==> src/rtl/isa_dma_pkg.sv <==
package isa_dma_pkg;

  typedef enum logic [1:0] {
    ST_IDLE = 2'd0,
    ST_REQ  = 2'd1,
    ST_XFER = 2'd2,
    ST_DONE = 2'd3
  } dma_state_e;

  function automatic int chan_width(input int chan);
    return (chan >= 5) ? 16 : 8;
  endfunction

endpackage

==> src/rtl/isa_dma_datapath.sv <==
module isa_dma_datapath #(
  parameter int DW = 8
) (
  input  logic          clk_i,
  input  logic          rst_ni,
  input  logic          dack_ni,
  input  logic          aen_i,
  input  logic          iord_ni,
  input  logic          iowr_ni,
  input  logic          tc_i,
  input  logic [DW-1:0] bus_d_i,
  input  logic [DW-1:0] tx_data_i,
  output logic [DW-1:0] rx_data_o,
  output logic          rx_valid_o,
  output logic          tx_taken_o,
  output logic [DW-1:0] bus_d_o,
  output logic          bus_d_oe_o,
  output logic          xfer_end_o,
  output logic          tc_hit_o
);

  logic qual, iord_q, iowr_q, wr_end, rd_end;

  assign qual   = !dack_ni && aen_i;
  assign wr_end = qual && !iowr_q && iowr_ni;
  assign rd_end = qual && !iord_q && iord_ni;

  always_ff @(posedge clk_i or negedge rst_ni) begin
    if (!rst_ni) begin
      iord_q     <= 1'b1;
      iowr_q     <= 1'b1;
      rx_valid_o <= 1'b0;
      tx_taken_o <= 1'b0;
      rx_data_o  <= '0;
    end else begin
      iord_q     <= iord_ni;
      iowr_q     <= iowr_ni;
      rx_valid_o <= wr_end;
      tx_taken_o <= rd_end;
      if (wr_end) rx_data_o <= bus_d_i;
    end
  end

  assign bus_d_o    = tx_data_i;
  assign bus_d_oe_o = qual && !iord_ni;
  assign xfer_end_o = wr_end || rd_end;
  assign tc_hit_o   = qual && tc_i && (!iord_ni || !iowr_ni);


  rx_qual_chk: assert property (@(posedge clk_i) disable iff (!rst_ni)
    rx_valid_o |-> ($past(!dack_ni) && $past(aen_i)));

  rx_pulse_chk: assert property (@(posedge clk_i) disable iff (!rst_ni)
    rx_valid_o |=> !rx_valid_o);

  tx_qual_chk: assert property (@(posedge clk_i) disable iff (!rst_ni)
    tx_taken_o |-> ($past(!dack_ni) && $past(aen_i)));

endmodule

==> src/rtl/isa_dma_fsm.sv <==
module isa_dma_fsm
  import isa_dma_pkg::*;
(
  input  logic clk_i,
  input  logic rst_ni,
  input  logic need_i,
  input  logic dack_ni,
  input  logic xfer_end_i,
  input  logic tc_hit_i,
  output logic drq_o,
  output logic done_o
);

  dma_state_e state_q, state_d;
  logic need_q, need_rise, xfer_done_q, tc_seen_q;

  assign need_rise = need_i && !need_q;

  always_comb begin
    state_d = state_q;
    unique case (state_q)
      ST_IDLE: if (need_rise) state_d = ST_REQ;
      ST_REQ:  if (!dack_ni) state_d = ST_XFER;
      ST_XFER: if (dack_ni) state_d = (tc_seen_q || tc_hit_i) ? ST_DONE : ST_REQ;
      ST_DONE: state_d = ST_IDLE;
      default: state_d = ST_IDLE;
    endcase
  end

  always_ff @(posedge clk_i or negedge rst_ni) begin
    if (!rst_ni) begin
      state_q     <= ST_IDLE;
      need_q      <= 1'b0;
      xfer_done_q <= 1'b0;
      tc_seen_q   <= 1'b0;
    end else begin
      state_q <= state_d;
      need_q  <= need_i;
      if (state_q != ST_XFER) begin
        xfer_done_q <= 1'b0;
        tc_seen_q   <= 1'b0;
      end else begin
        if (xfer_end_i) xfer_done_q <= 1'b1;
        if (tc_hit_i)   tc_seen_q   <= 1'b1;
      end
    end
  end

  // single transfer: request falls once the acknowledged strobe completes
  assign drq_o  = (state_q == ST_REQ) || (state_q == ST_XFER && !xfer_done_q);
  assign done_o = (state_q == ST_DONE);


  drq_hold_chk: assert property (@(posedge clk_i) disable iff (!rst_ni)
    (drq_o && dack_ni && state_q == ST_REQ) |=> drq_o);

  done_pulse_chk: assert property (@(posedge clk_i) disable iff (!rst_ni)
    done_o |=> !done_o);

  done_no_drq_chk: assert property (@(posedge clk_i) disable iff (!rst_ni)
    done_o |-> !drq_o);

  start_chk: assert property (@(posedge clk_i) disable iff (!rst_ni)
    $rose(drq_o) |-> ($past(state_q) != ST_XFER || $past(dack_ni)));

endmodule

==> src/rtl/isa_dma_agent.sv <==
module isa_dma_agent #(
  parameter  int CHAN = 1,
  localparam int DW   = isa_dma_pkg::chan_width(CHAN)
) (
  input  logic          clk_i,
  input  logic          rst_ni,
  input  logic          need_i,
  input  logic [DW-1:0] tx_data_i,
  output logic [DW-1:0] rx_data_o,
  output logic          rx_valid_o,
  output logic          tx_taken_o,
  output logic          done_o,
  output logic          drq_o,
  input  logic          dack_ni,
  input  logic          aen_i,
  input  logic          iord_ni,
  input  logic          iowr_ni,
  input  logic          tc_i,
  input  logic [DW-1:0] bus_d_i,
  output logic [DW-1:0] bus_d_o,
  output logic          bus_d_oe_o
);


  if (CHAN == 4 || CHAN < 0 || CHAN > 7) begin : g_bad_chan
    $error("isa_dma_agent: channel %0d is not available to cards", CHAN);
  end

  logic xfer_end, tc_hit;

  isa_dma_datapath #(.DW(DW)) u_dp (
    .clk_i      (clk_i),
    .rst_ni     (rst_ni),
    .dack_ni    (dack_ni),
    .aen_i      (aen_i),
    .iord_ni    (iord_ni),
    .iowr_ni    (iowr_ni),
    .tc_i       (tc_i),
    .bus_d_i    (bus_d_i),
    .tx_data_i  (tx_data_i),
    .rx_data_o  (rx_data_o),
    .rx_valid_o (rx_valid_o),
    .tx_taken_o (tx_taken_o),
    .bus_d_o    (bus_d_o),
    .bus_d_oe_o (bus_d_oe_o),
    .xfer_end_o (xfer_end),
    .tc_hit_o   (tc_hit)
  );

  isa_dma_fsm u_fsm (
    .clk_i      (clk_i),
    .rst_ni     (rst_ni),
    .need_i     (need_i),
    .dack_ni    (dack_ni),
    .xfer_end_i (xfer_end),
    .tc_hit_i   (tc_hit),
    .drq_o      (drq_o),
    .done_o     (done_o)
  );

endmodule

==> config.mk <==
export PLATFORM = sky130hd
export DESIGN_NAME = isa_dma_agent
export DESIGN_NICKNAME = d
export VERILOG_FILES = /design/src/rtl/isa_dma_pkg.sv /design/src/rtl/isa_dma_datapath.sv /design/src/rtl/isa_dma_fsm.sv /design/src/rtl/isa_dma_agent.sv
export SDC_FILE = /design/constraint.sdc
export NUM_CORES = 1
export LEC_CHECK = 0
export ABC_AREA = 0
export BUFFER_PORTS_ARGS = -buffer_cell sky130_fd_sc_hd__buf_2
export CORE_UTILIZATION = 40
export DETAILED_ROUTE_END_ITERATION = 8
export PLACE_DENSITY_LB_ADDON = 0.3
export SETUP_SLACK_MARGIN = 0.15
export SLEW_MARGIN = 20
export SYNTH_ARGS = -nofsm -noshare
export SYNTH_HDL_FRONTEND = slang
export SYNTH_HIERARCHICAL = 1
export SYNTH_SLANG_ARGS = --single-unit
export TNS_END_PERCENT = 1
==> constraint.sdc <==
create_clock -name clk_i -period 1.9 [get_ports clk_i]
set_input_delay 0.095 -clock clk_i [delete_from_list [all_inputs] [get_ports clk_i]]
set_output_delay 0.095 -clock clk_i [all_outputs]
set_load 0.005 [all_outputs]
# After elaboration in Yosys (flattened, before gate mapping)
# Cells that the tools add are included.
[classes]
n_eq_ne = 7
n_mux = 9
n_reduce_logical = 25
[op_table]
columns = ["cell", "n"]
rows = [
  ["$logic_and 1x1->1", 10],
  ["$mux 2", 4],
  ["$pmux 2 s4", 1],
  ["$logic_not 1->1", 7],
  ["$ne 2x2->1 const B", 3],
  ["$eq 2x2->1 const B", 2],
  ["$logic_or 1x1->1", 4],
  ["$mux 1", 4],
  ["$reduce_bool 2->1", 2],
  ["$reduce_and 3->1", 1],
  ["$eq 2x1->1 const B", 1],
  ["$logic_not 2->1", 1],
  ["$ne 2x1->1 const B", 1],
]
[totals]
regBits = 17
inputBits = 24
out_inout_bits = 21
elab_cells = 50

# Depth between registers and ports, before layout
# Gate-level depths: netlist (run 1).
[logic_depth]
word_depth = 8
ltp_mapped = 4

# Modules after synthesis
# Netlist (run 1), hierarchy kept.
[by_module_without_submodules]
columns = ["module", "n_inst", "cells_per_inst", "area_per_inst_um2"]
rows = [
  ["isa_dma_datapath", 1, 38, 549.3],
  ["isa_dma_fsm", 1, 19, 210.2],
]

# Worst setup path before layout (run 1)
# Ideal clock, no wire load.
[synth_timing]
path_kind = "register to register"
startpoint = "reg u_dp.iowr_q"
endpoint = "reg u_dp.rx_data_o[0]"
setup_time_ns = 0.125
arrival_time_ns = 1.129
slack_ns = 0.646
path_stages_with_launch = 4
path_buffers = 1
synth_period_minus_slack_ns = 1.254
cell_sequence = "dfstp_2 -> and4bb_1 -> buf_6 -> mux2_4"
[synth_via]
elab_chain_cells = 3
[synth_lines]
columns = ["item", "line", "rtl"]
rows = [
  ["start: declaration", "isa_dma_datapath.sv:22", "logic qual, iord_q, iowr_q, wr_end, rd_end;"],
  ["start signal: assignment", "isa_dma_datapath.sv:37", "iowr_q <= iowr_ni;"],
  ["$logic_not 1->1", "isa_dma_datapath.sv:25", "assign wr_end = qual && !iowr_q && iowr_ni;"],
  ["$logic_and 1x1->1 (2 in a row)", "isa_dma_datapath.sv:25", ""],
  ["named net u_dp.wr_end", "isa_dma_datapath.sv:22", ""],
  ["end signal: assignment", "isa_dma_datapath.sv:40", "if (wr_end) rx_data_o <= bus_d_i;"],
  ["end: declaration", "isa_dma_datapath.sv:13", "output logic [DW-1:0] rx_data_o,"],
]
# The timed path passes the listed nets, and every way through them passes these cells.
# A chain may end at the register's enable or synchronous reset.

# Worst setup path in the final report (run 1)
[layout_timing]
startpoint = "in iowr_ni"
endpoint = "reg u_dp.rx_data_o[6]"
[layout_via]
elab_chain_cells = 1
[layout_lines]
columns = ["item", "line", "rtl"]
rows = [
  ["start: declaration", "isa_dma_agent.sv:17", "input logic iowr_ni,"],
  ["$logic_and 1x1->1", "isa_dma_datapath.sv:25", ""],
]
# Every way passes these cells.

==> metrics, run 1 <==
Post-Syn Area=about 760 um2; Reg clk slew, reported paths=0.09 ns; Tightest Pin Transition=0.5300 ns; Slew Limit Fails=0; die span in y=45.58 um; Clk pwr share=20.3%; FF-to-FF path depth=2; Fin. Hold Viols=0; FMAX=682.1 MHz; syn nets=a little over 80; vias after detailed routing=slightly above 500; Synth area leader=dfrtp_1; Avg WL per Cell=11.31 um; ranking of synthesized cells by area=dfrtp_1, mux2_4, buf_4, dfstp_2, nand2b_1; Layout Cells excl Fill=109; post-synthesis sequential area ratio=56.34%; Netlist cell types=17; TritonCTS clock tree=yes; Crit. path cell count=4; Seq pwr share=52.6%; RSZ-0062 raised after global routing=no; clock tree buffer depth=2; Max FO, Critical Path=9; Design Power=around 900 uW; max cap viols=0; P_sw=between 200 and 250 uW; internal power=around 660 uW; CP top delay family=buffers and inverters; largest net degree at the start of global routing=18; setup slack at placement=0.4652 ns; 1st-iter DRT viols=6; total negative slack=0 ns; final worst slack=0.4339 ns; Util after Layout=53.05%; Final nets=109; Setup Buffers After CTS=0; CTS H-tree lvls=1; fin crit share=77.17%; critical path arrival=around 1.6 ns; num rows=15; Setup-failing EPs final=0; antenna violations before repair=0; post-route cell area=925.9 um2; Die ar.=2077 um2; peak supply drop=0.4645 mV; root buffer cell=clkbuf_4; critical path cell sequence=dlygate4sd3_1 > buf_2 > and4bb_1 > mux2_4; GR Util All Layers=13.52%; Seq cells post-synth=17; PortBufs=28; placement-stage cell area=between 800 and 900 um2; Die Wd=45.58 um; # IOs=45; drt pass-1 iters=2; crit path to=u_dp/rx_data_o[6]; post-CTS resize count=0; Area Overhead vs Synth=21.91%; share of cells above drive strength 1=50.00%; switch share=26.97%; slowest stage delay, CP=between 0.5 and 0.6 ns; slew margin rel.=64.66%; ANT cells=0; Worst setup EP type=flip-flop; vias in the first global route=480; DRC viols=0; Hold Path Class=primary input to flip-flop; YS warnings=6; status=complete, no violations; Num CTS Buffers=3; first-pass GRT wire length=~2000 um; Syn Area/Cell=13.32 um2; Final ANT Viol Nets=0; Overflow after GRT=0; r2r endpoint=u_dp/rx_data_o[6]; core footprint=1745 um2; Slowest-stage cell, CP=and4bb_1; placed insts=about 100; Routed WL=1233 um; Fin Clk Skew=0.001278 ns; PwrDens=975.4 nW/um2; Logic pwr share=27.1%; Worst setup startpoint=iowr_ni; Final Wtd Congestion=0.6782; post-route minimum period=1.466 ns; Crit path required time=between 2 and 2.5 ns; r2r startpoint=u_dp/iowr_q; FF-to-FF setup slack=roughly 0.47 ns; clk_lat worst skew=0.27 ns; WHS=around 0.044 ns; WS Path Type=primary input to flip-flop; Starting Density=around 44%; Sinks on Clock Net=17; synthesized instance count=57; via/cell ratio=4.624; Synth top area share=49.42%; crit path launch type=primary input; static leakage=0.4647 nW; Critical path buffers and inverters=2
power by group through the flow:
| stage | logic [mW] | registers (mW) | clock network [mW] |
|---|---|---|---|
| after floorplan | 0.151 | 0.478 | 0 |
| after global placement | 0.234 | 0.481 | 0 |
| after detailed placement | 0.240 | 0.483 | 0 |
| after CTS | 0.248 | 0.476 | 0.192 |
| after global routing | 0.275 | 0.488 | 0.209 |
| final | 0.245 | 0.475 | 0.183 |
state kept, by name, summed over array words and instances, names as in the netlist:
name	cells
u_dp/rx_data_o	8
u_fsm/state_q	2
u_dp/iord_q	1
u_dp/iowr_q	1
u_dp/rx_valid_o	1
u_dp/tx_taken_o	1
u_fsm/need_q	1
u_fsm/tc_seen_q	1
u_fsm/xfer_done_q	1
synthesized netlist by cell type:
master    count
dfrtp_1      15
buf_4         8
mux2_4        8
nand2b_1      6
nor2_1        6
a21oi_1       2
dfstp_2       2
a211oi_1      1
a22oi_2       1
and2_1        1
and4bb_1      1
buf_6         1
inv_1         1
nor3b_1       1
o21ai_0       1
o22ai_1       1
or3b_1        1
worst min-delay path by stage:
stage               start  slack (ns)           endpoint  cells after the start
2_1_floorplan      rst_ni       -0.20  u_dp/rx_data_o[0]                      0
3_3_place_gp       rst_ni        0.03  u_dp/rx_data_o[0]                      1
3_5_place_dp       rst_ni        0.03    u_dp/rx_valid_o                      1
4_1_cts        bus_d_i[4]        0.04  u_dp/rx_data_o[4]                      2
5_1_grt        bus_d_i[7]        0.03  u_dp/rx_data_o[7]                      2
6_report       bus_d_i[3]        0.04  u_dp/rx_data_o[3]                      2
layer usage:
metal	vias to the layer above	GRT usage [%]	routed length, um
met5	-	0	0
met4	0	6.061	6
met3	2	4.762	124
met2	26	21.71	558
met1	238	16.16	543
li1	238	-	-
timing repair:
item,CTS,global route
hold endpoints to repair,18,0
endpoints found under the setup margin,0,0
hold buffers,4,0
cell families after synthesis:
| logic type | count (synthesis) | synth area share, % |
|---|---|---|
| AOI/OAI and AO/OA | 6 | 5.437 |
| and+or+nand+nor | 16 | 12.52 |
| DFF | 17 | 56.34 |
| muxes | 8 | 15.82 |
| buffers and inverters | 10 | 9.884 |
worst reg2reg max path: stages, from the launching register on:
cell      delay, ns
dfstp_2        0.38
and4bb_1       0.60
mux2_4         0.35
cells in the final DEF (no fill, tap or decap):
cell type / n
inv_1: 1
o21ai_0: 1
dlygate4sd3_1: 4
or3b_1: 1
dfrtp_1: 15
nor2_1: 6
clkbuf_1: 1
a211oi_1: 1
nand2b_1: 6
and2_1: 1
a21oi_1: 2
and4bb_1: 1
mux2_4: 8
clkbuf_4: 3
o22ai_1: 1
a22oi_2: 1
nor3b_1: 1
dfstp_2: 2
buf_2: 28
final cells by class:
cell class	instances	area (um2)
Fill cell	165	819.5
Sequential cell	17	427.9
Multi-Input combinational cell	30	256.5
Timing Repair Buffer	32	180.2
Tap cell	25	31.28
Clock buffer	4	26.28
Inverter	1	3.754
Power figures use the tool's default switching activity.
==> run 2: changes to the inputs <==
--- a/config.mk
+++ b/config.mk
@@ -5,7 +5,7 @@
 export SDC_FILE = /design/constraint.sdc
 export NUM_CORES = 1
 export LEC_CHECK = 0
-export ABC_AREA = 0
+export ABC_AREA = 1
 export BUFFER_PORTS_ARGS = -buffer_cell sky130_fd_sc_hd__buf_2
 export CORE_UTILIZATION = 40
 export DETAILED_ROUTE_END_ITERATION = 8
==> constraint.sdc (replaced) <==
create_clock -name clk_i -period 1.4 [get_ports clk_i]
set_input_delay 0.07 -clock clk_i [delete_from_list [all_inputs] [get_ports clk_i]]
set_output_delay 0.07 -clock clk_i [all_outputs]
set_load 0.005 [all_outputs]
==> run 2 against run 1 <==
Effect of this change:
- critical path depth is the same
- cell count grew 24%
- critical path type is now flip-flop to primary output
- utilization grew 0.29 points
- register-to-register slack lost 0.14 ns
- routed wire length grew 13%
- cell area grew 1.6%
- clock power grew 36%
- count of clock-buffer cells in the layout shrank 1
- power grew 33%
- largest power group unchanged
- flip-flop and latch count is the same
- global-route usage grew 1.9 points
==> metrics, run 2 <==
status=complete, no violations; multi-input logic area=~240 um2; Post-Syn Area=773.2 um2; Avg WL per Cell=10.35 um; Die Wd=45.97 um; ANT cells=0; critical path arrival=between 1 and 1.5 ns; Fin. Hold Viols=0; r2r endpoint=u_fsm/xfer_done_q; peak supply drop=0.6728 mV; GR Util All Layers=between 15 and 20%; syn nets=107; Slowest-stage cell, CP=dfrtp_1; Synth async-reset ratio=100.0%; largest registers=u_dp/rx_data_o (8), u_fsm/state_q (2); Max FO, Critical Path=3; count leader, synth=nand2_1; Crit. path cell count=4; crit path to=drq_o; Netlist cell types=17; total negative slack=0 ns; clk_lat worst skew=0.28 ns; crit path launch type=flip-flop; vias in the first global route=550; commonest non-fill, non-tap cell in the layout=buf_2; FF-to-FF path depth=5; Routed WL=1397 um; Starting Density=43.83%; first-pass GRT wire length=2242 um; Setup Buffers After CTS=0; setup slack at placement=0.3388 ns; share of cells above drive strength 1=40.00%; Hold Path Class=primary input to flip-flop; antenna violations before repair=0; DRC viols=0; TritonCTS clock tree=yes; final worst slack=~0.21 ns; clock tree buffer depth=2; slowest stage delay, CP=0.41 ns; Tightest Pin Transition=0.3687 ns; most frequent cells in the layout=buf_2, nand2_1, dfrtp_1, nand3_1, inv_1; fin crit share=85.14%; number of flip-flops in the largest register=8; Overflow after GRT=0; FMAX=roughly 840 MHz; static leakage=0.5579 nW; Fill cells=182; core footprint=1764 um2; max cap viols=0; PortBufs=28; Sinks on Clock Net=17; die span in y=45.97 um; CP top delay family=flip-flops; Final nets=between 100 and 150; r2r startpoint=u_dp/iowr_q; Synth top area share=48.54%; Area Overhead vs Synth=21.68%; critical path cell sequence=inv_2 > nand2_1 > o21ai_1 > buf_2; Crit path required time=1.33 ns; FF-to-FF setup slack=0.33 ns; root buffer cell=clkbuf_4; Syn Area/Cell=between 9 and 10 um2; largest net degree at the start of global routing=18; slew margin rel.=between 70% and 80%; drt pass-1 iters=4; Critical path buffers and inverters=2; EDFF count, synth=0; 1st-iter DRT viols=9; PwrDens=1272 nW/um2; Final ANT Viol Nets=0; num rows=15; Setup-failing EPs final=0; CTS H-tree lvls=1; Fin Clk Skew=between 0.005 and 0.006 ns; Final Wtd Congestion=between 0.6 and 0.7; Worst setup EP type=primary output; Die ar.=2113 um2; WS Path Type=flip-flop to primary output; Most flops, register=u_dp/rx_data_o; post-route minimum period=1.192 ns; Primary FF master, synth=dfrtp_1; vias after detailed routing=between 600 and 700; via/cell ratio=4.489; Num CTS Buffers=3; register area=427.9 um2; Synth area leader=dfrtp_1; post-synthesis sequential area ratio=55.34%; commonest cells in the netlist=nand2_1, dfrtp_1, nand3_1; Reg clk slew, reported paths=approximately 0.1 ns; Slew Limit Fails=0; ranking of synthesized cells by area=dfrtp_1, nand2_1, buf_4, dfstp_2, nand3_1; Worst setup startpoint=u_fsm/state_q[0]; HPWL after detailed placement=1045 um; # IOs=45; RSZ-0062 raised after global routing=yes; synthesized instance count=83; YS warnings=6; Seq cells post-synth=17
run 2: per-stage QoR:
step                power, mW  std cells  instance area [um2]  hold WS (ns)  util (%)
detailed placement     0.9507        127                873.3       0.01060     49.50
floorplan              0.8261         83                773.2       -0.2256         -
CTS                     1.220        135                940.9      0.006236     53.33
global route            1.296        135                940.9      0.003753     53.33
finish                  1.197        135                940.9       0.01841     53.33
global placement       0.9374        127                873.3       0.01002     49.50
run 2: layout make-up:
cell class                 instances  area share, %
timing repair buffer              32          19.15
multi-input combinational         47          25.13
sequential                        17          45.48
clock buffer                       3          2.394
tap                               25          3.324
clock inverter                     1         0.5319
inverter                          10          3.989
run 2: worst min path at each step:
stage,to,start,cells after the start,slack [ns]
after floorplan,u_dp/rx_data_o[0],rst_ni,0,-0.23
after global placement,u_dp/tx_taken_o,rst_ni,1,0.01
after detailed placement,u_fsm/tc_seen_q,rst_ni,1,0.01
after CTS,u_dp/rx_data_o[3],bus_d_i[3],3,0.006
after global routing,u_dp/rx_data_o[2],bus_d_i[2],3,0.004
final,u_dp/rx_data_o[2],bus_d_i[2],3,0.02
run 2: cells by family (layout without fill, tap and decap cells):
family,count (synthesis),in the layout,share of synthesized area (%)
AOI/OAI and AO/OA,5,5,3.721
DFF,17,17,55.34
and+or+nand+nor,42,42,26.86
buffers and inverters,19,46,14.08
run 2: metal layers:
metal / global-route usage [%] / up-vias / wire (um)
met4: 9.412 / 0 / 11
met1: 19.44 / 281 / 659
met5: 0 / - / 0
met2: 23.10 / 23 / 643
met3: 4.365 / 2 / 82
li1: - / 300 / -
run 2: power by group:
group | switching [mW] | leakage [nW] | internal (mW)
clock network | 0.143 | 0.0177 | 0.106
registers | 0.0497 | 0.214 | 0.574
logic | 0.182 | 0.326 | 0.143
total | 0.375 | 0.558 | 0.822
run 2: what timing repair did:
action,4_1_cts,5_1_grt
setup endpoints to repair,1,3
resized for setup,1,1
hold buffers,4,0
hold endpoints to repair,20,0
run 2: tightest hold or removal path: cells and delay by family:
kind,cells,cell delay (ns)
buffers and inverters,1,0.08
and+or+nand+nor,2,0.12
==> run 3: changes to the inputs <==
==> constraint.sdc (replaced) <==
create_clock -name clk_i -period 1.5 [get_ports clk_i]
set_input_delay 0.075 -clock clk_i [delete_from_list [all_inputs] [get_ports clk_i]]
set_output_delay 0.075 -clock clk_i [all_outputs]
set_load 0.05 [all_outputs]
==> run 3 against run 2 <==
Effect of this change:
- clock skew fell by 0.0021 ns
- sequential power fell by 6.3%
- die area stayed put
- largest cell class unchanged
- sequential share of layout area fell by 0.060 points
- critical path depth unchanged
- critical endpoint unchanged
- power is 15% higher
- setup slack better by 0.037 ns
- highest routed layer unchanged
- routed wire length shrank 7.0%
- utilization rose by 0.071 points
- combinational power increased by 72%
- first-iteration DRC count fell by 22%
==> metrics, run 3 (synthesis gave the netlist of run 2 again) <==
Final ANT Viol Nets=0; Util after Layout=53.40%; PwrDens=1459 nW/um2; clock tree buffer depth=2; status=complete, no violations; Die ar.=2113 um2; Num CTS Buffers=3; Slowest-stage cell, CP=dfrtp_1; WS Path Type=flip-flop to primary output; Tightest Pin Transition=0.3668 ns; num rows=15; Clk pwr share=16.9%; Avg WL per Cell=9.622 um; largest registers=u_dp/rx_data_o (8), u_fsm/state_q (2); Final nets=135; Crit path required time=1.42 ns; max cap viols=0; commonest non-fill, non-tap cell in the layout=buf_2; peak supply drop=0.6969 mV; share of cells above drive strength 1=39.09%; Fin. Hold Viols=0; Routed WL=1299 um; vias in the first global route=~500; Setup Buffers After CTS=0; root buffer cell=clkbuf_4; Starting Density=43.83%; clk_lat worst skew=0.28 ns; ANT cells=0; die span in y=between 40 and 50 um; Max FO, Critical Path=3; Setup-failing EPs final=0; switch share=42.83%; internal power=a little under 800 uW; most frequent cells in the layout=buf_2, nand2_1, dfrtp_1, nand3_1, inv_1; Slew Limit Fails=0; Die Wd=45.97 um; Hold Path Class=primary input to flip-flop; FMAX=796.8 MHz; Sinks on Clock Net=17; Final Wtd Congestion=~0.7; total negative slack=0 ns; TritonCTS clock tree=yes; Overflow after GRT=0; drt pass-1 iters=4; critical path cell sequence=inv_2 > nand2_1 > o21ai_1 > buf_4; Worst setup EP type=primary output; RSZ-0062 raised after global routing=no; largest net degree at the start of global routing=18; Seq pwr share=a little over two fifths; number of flip-flops in the largest register=8; slew margin rel.=75.55%; 1st-iter DRT viols=7; Logic pwr share=40.6%; Fill cells=between 150 and 200; vias after detailed routing=580; # IOs=45; CTS H-tree lvls=1; P_sw=588.8 uW; core footprint=1764 um2; via/cell ratio=4.296; static leakage=about 0.56 nW; Fin Clk Skew=0.003240 ns; Most flops, register=u_dp/rx_data_o; post-route minimum period=between 1 and 1.5 ns; crit path launch type=flip-flop; critical path arrival=approximately 1.2 ns; HPWL after detailed placement=998.9 um; slowest stage delay, CP=0.42 ns; Reg clk slew, reported paths=0.09 ns; DRC viols=0; GR Util All Layers=14.06%; fin crit share=83.67%; Area Overhead vs Synth=21.84%; first-pass GRT wire length=2007 um; antenna violations before repair=0; PortBufs=28
[run 3: cell types whose count changed in the layout (fill, tap and decap cells not counted)]
cell / change
buf_2: -1
buf_4: +1
clkbuf_1: +1
clkinv_2: -1
o21ai_0: +1
o21ai_1: -1
[run 3: per-stage QoR]
| step | total power, mW | setup slack (ns) | hold WS, ns | std cells | area [um2] |
|---|---|---|---|---|---|
| 2_1_floorplan | 1.061 | 0.2126 | -0.2206 | 83 | 773.2 |
| 3_3_place_gp | 1.130 | 0.4565 | 0.01269 | 127 | 873.3 |
| 3_5_place_dp | 1.136 | 0.4090 | 0.01425 | 127 | 873.3 |
| 4_1_cts | 1.384 | 0.1686 | 0.003308 | 135 | 939.7 |
| 5_1_grt | 1.465 | 0.1517 | 0.01533 | 135 | 942.2 |
| 6_report | 1.375 | 0.2450 | 0.01845 | 135 | 942.2 |
[run 3: what timing repair did]
action,in CTS,in global routing
hold buffers,4,0
hold endpoints to repair,20,0
endpoints found under the setup margin,0,1
gates resized for setup,0,2
[run 3: area by class of cell]
type                    instances  area (um2)  area share (%)
inverters                      10       37.54           3.984
flip-flops and latches         17       427.9           45.42
repair buffers                 32       182.7           19.39
clock buffers                   4       26.28           2.789
multi-input cells              47       236.5           25.10
well taps                      25       31.28           3.320
[run 3: worst paths after layout]
kind / start / to / slack, ns / cells after the start
worst max-delay path: u_fsm/state_q[0] / drq_o / 0.24 / 4
worst min-delay path: dack_ni / u_fsm/state_q[1] / 0.02 / 2
worst max register to register: u_dp/iowr_q / u_fsm/xfer_done_q / 0.41 / 5
worst min register to register: u_dp/rx_data_o[1] / u_dp/rx_data_o[1] / 0.48 / 2
max in group asynchronous: rst_ni / u_dp/iowr_q / 0.96 / 2
min in group asynchronous: rst_ni / u_fsm/state_q[1] / 0.23 / 2
[run 3: critical path, delay by kind of cell, from the launching register on]
family	cells	cell delay, ns
flops	1	0.42
compound gates	1	0.13
simple gates	1	0.07
buf+inv	2	0.29
[run 3: power groups by stage]
stage	registers, mW	logic [mW]	clock network, mW
floorplan	0.736	0.325	0
global placement	0.591	0.539	0
detailed placement	0.592	0.544	0
CTS	0.586	0.551	0.247
global route	0.595	0.603	0.267
finish	0.584	0.559	0.232
[run 3: layer usage]
| layer | vias up | global-route usage, % | wire length [um] | share of wire, % |
|---|---|---|---|---|
| met5 | - | 0 | 0 | 0 |
| met4 | 0 | 10.00 | 10 | 0.77 |
| met2 | 25 | 20.00 | 569 | 44 |
| met1 | 250 | 17.63 | 612 | 47 |
| li1 | 301 | - | - | - |
| met3 | 4 | 4.762 | 107 | 8.2 |
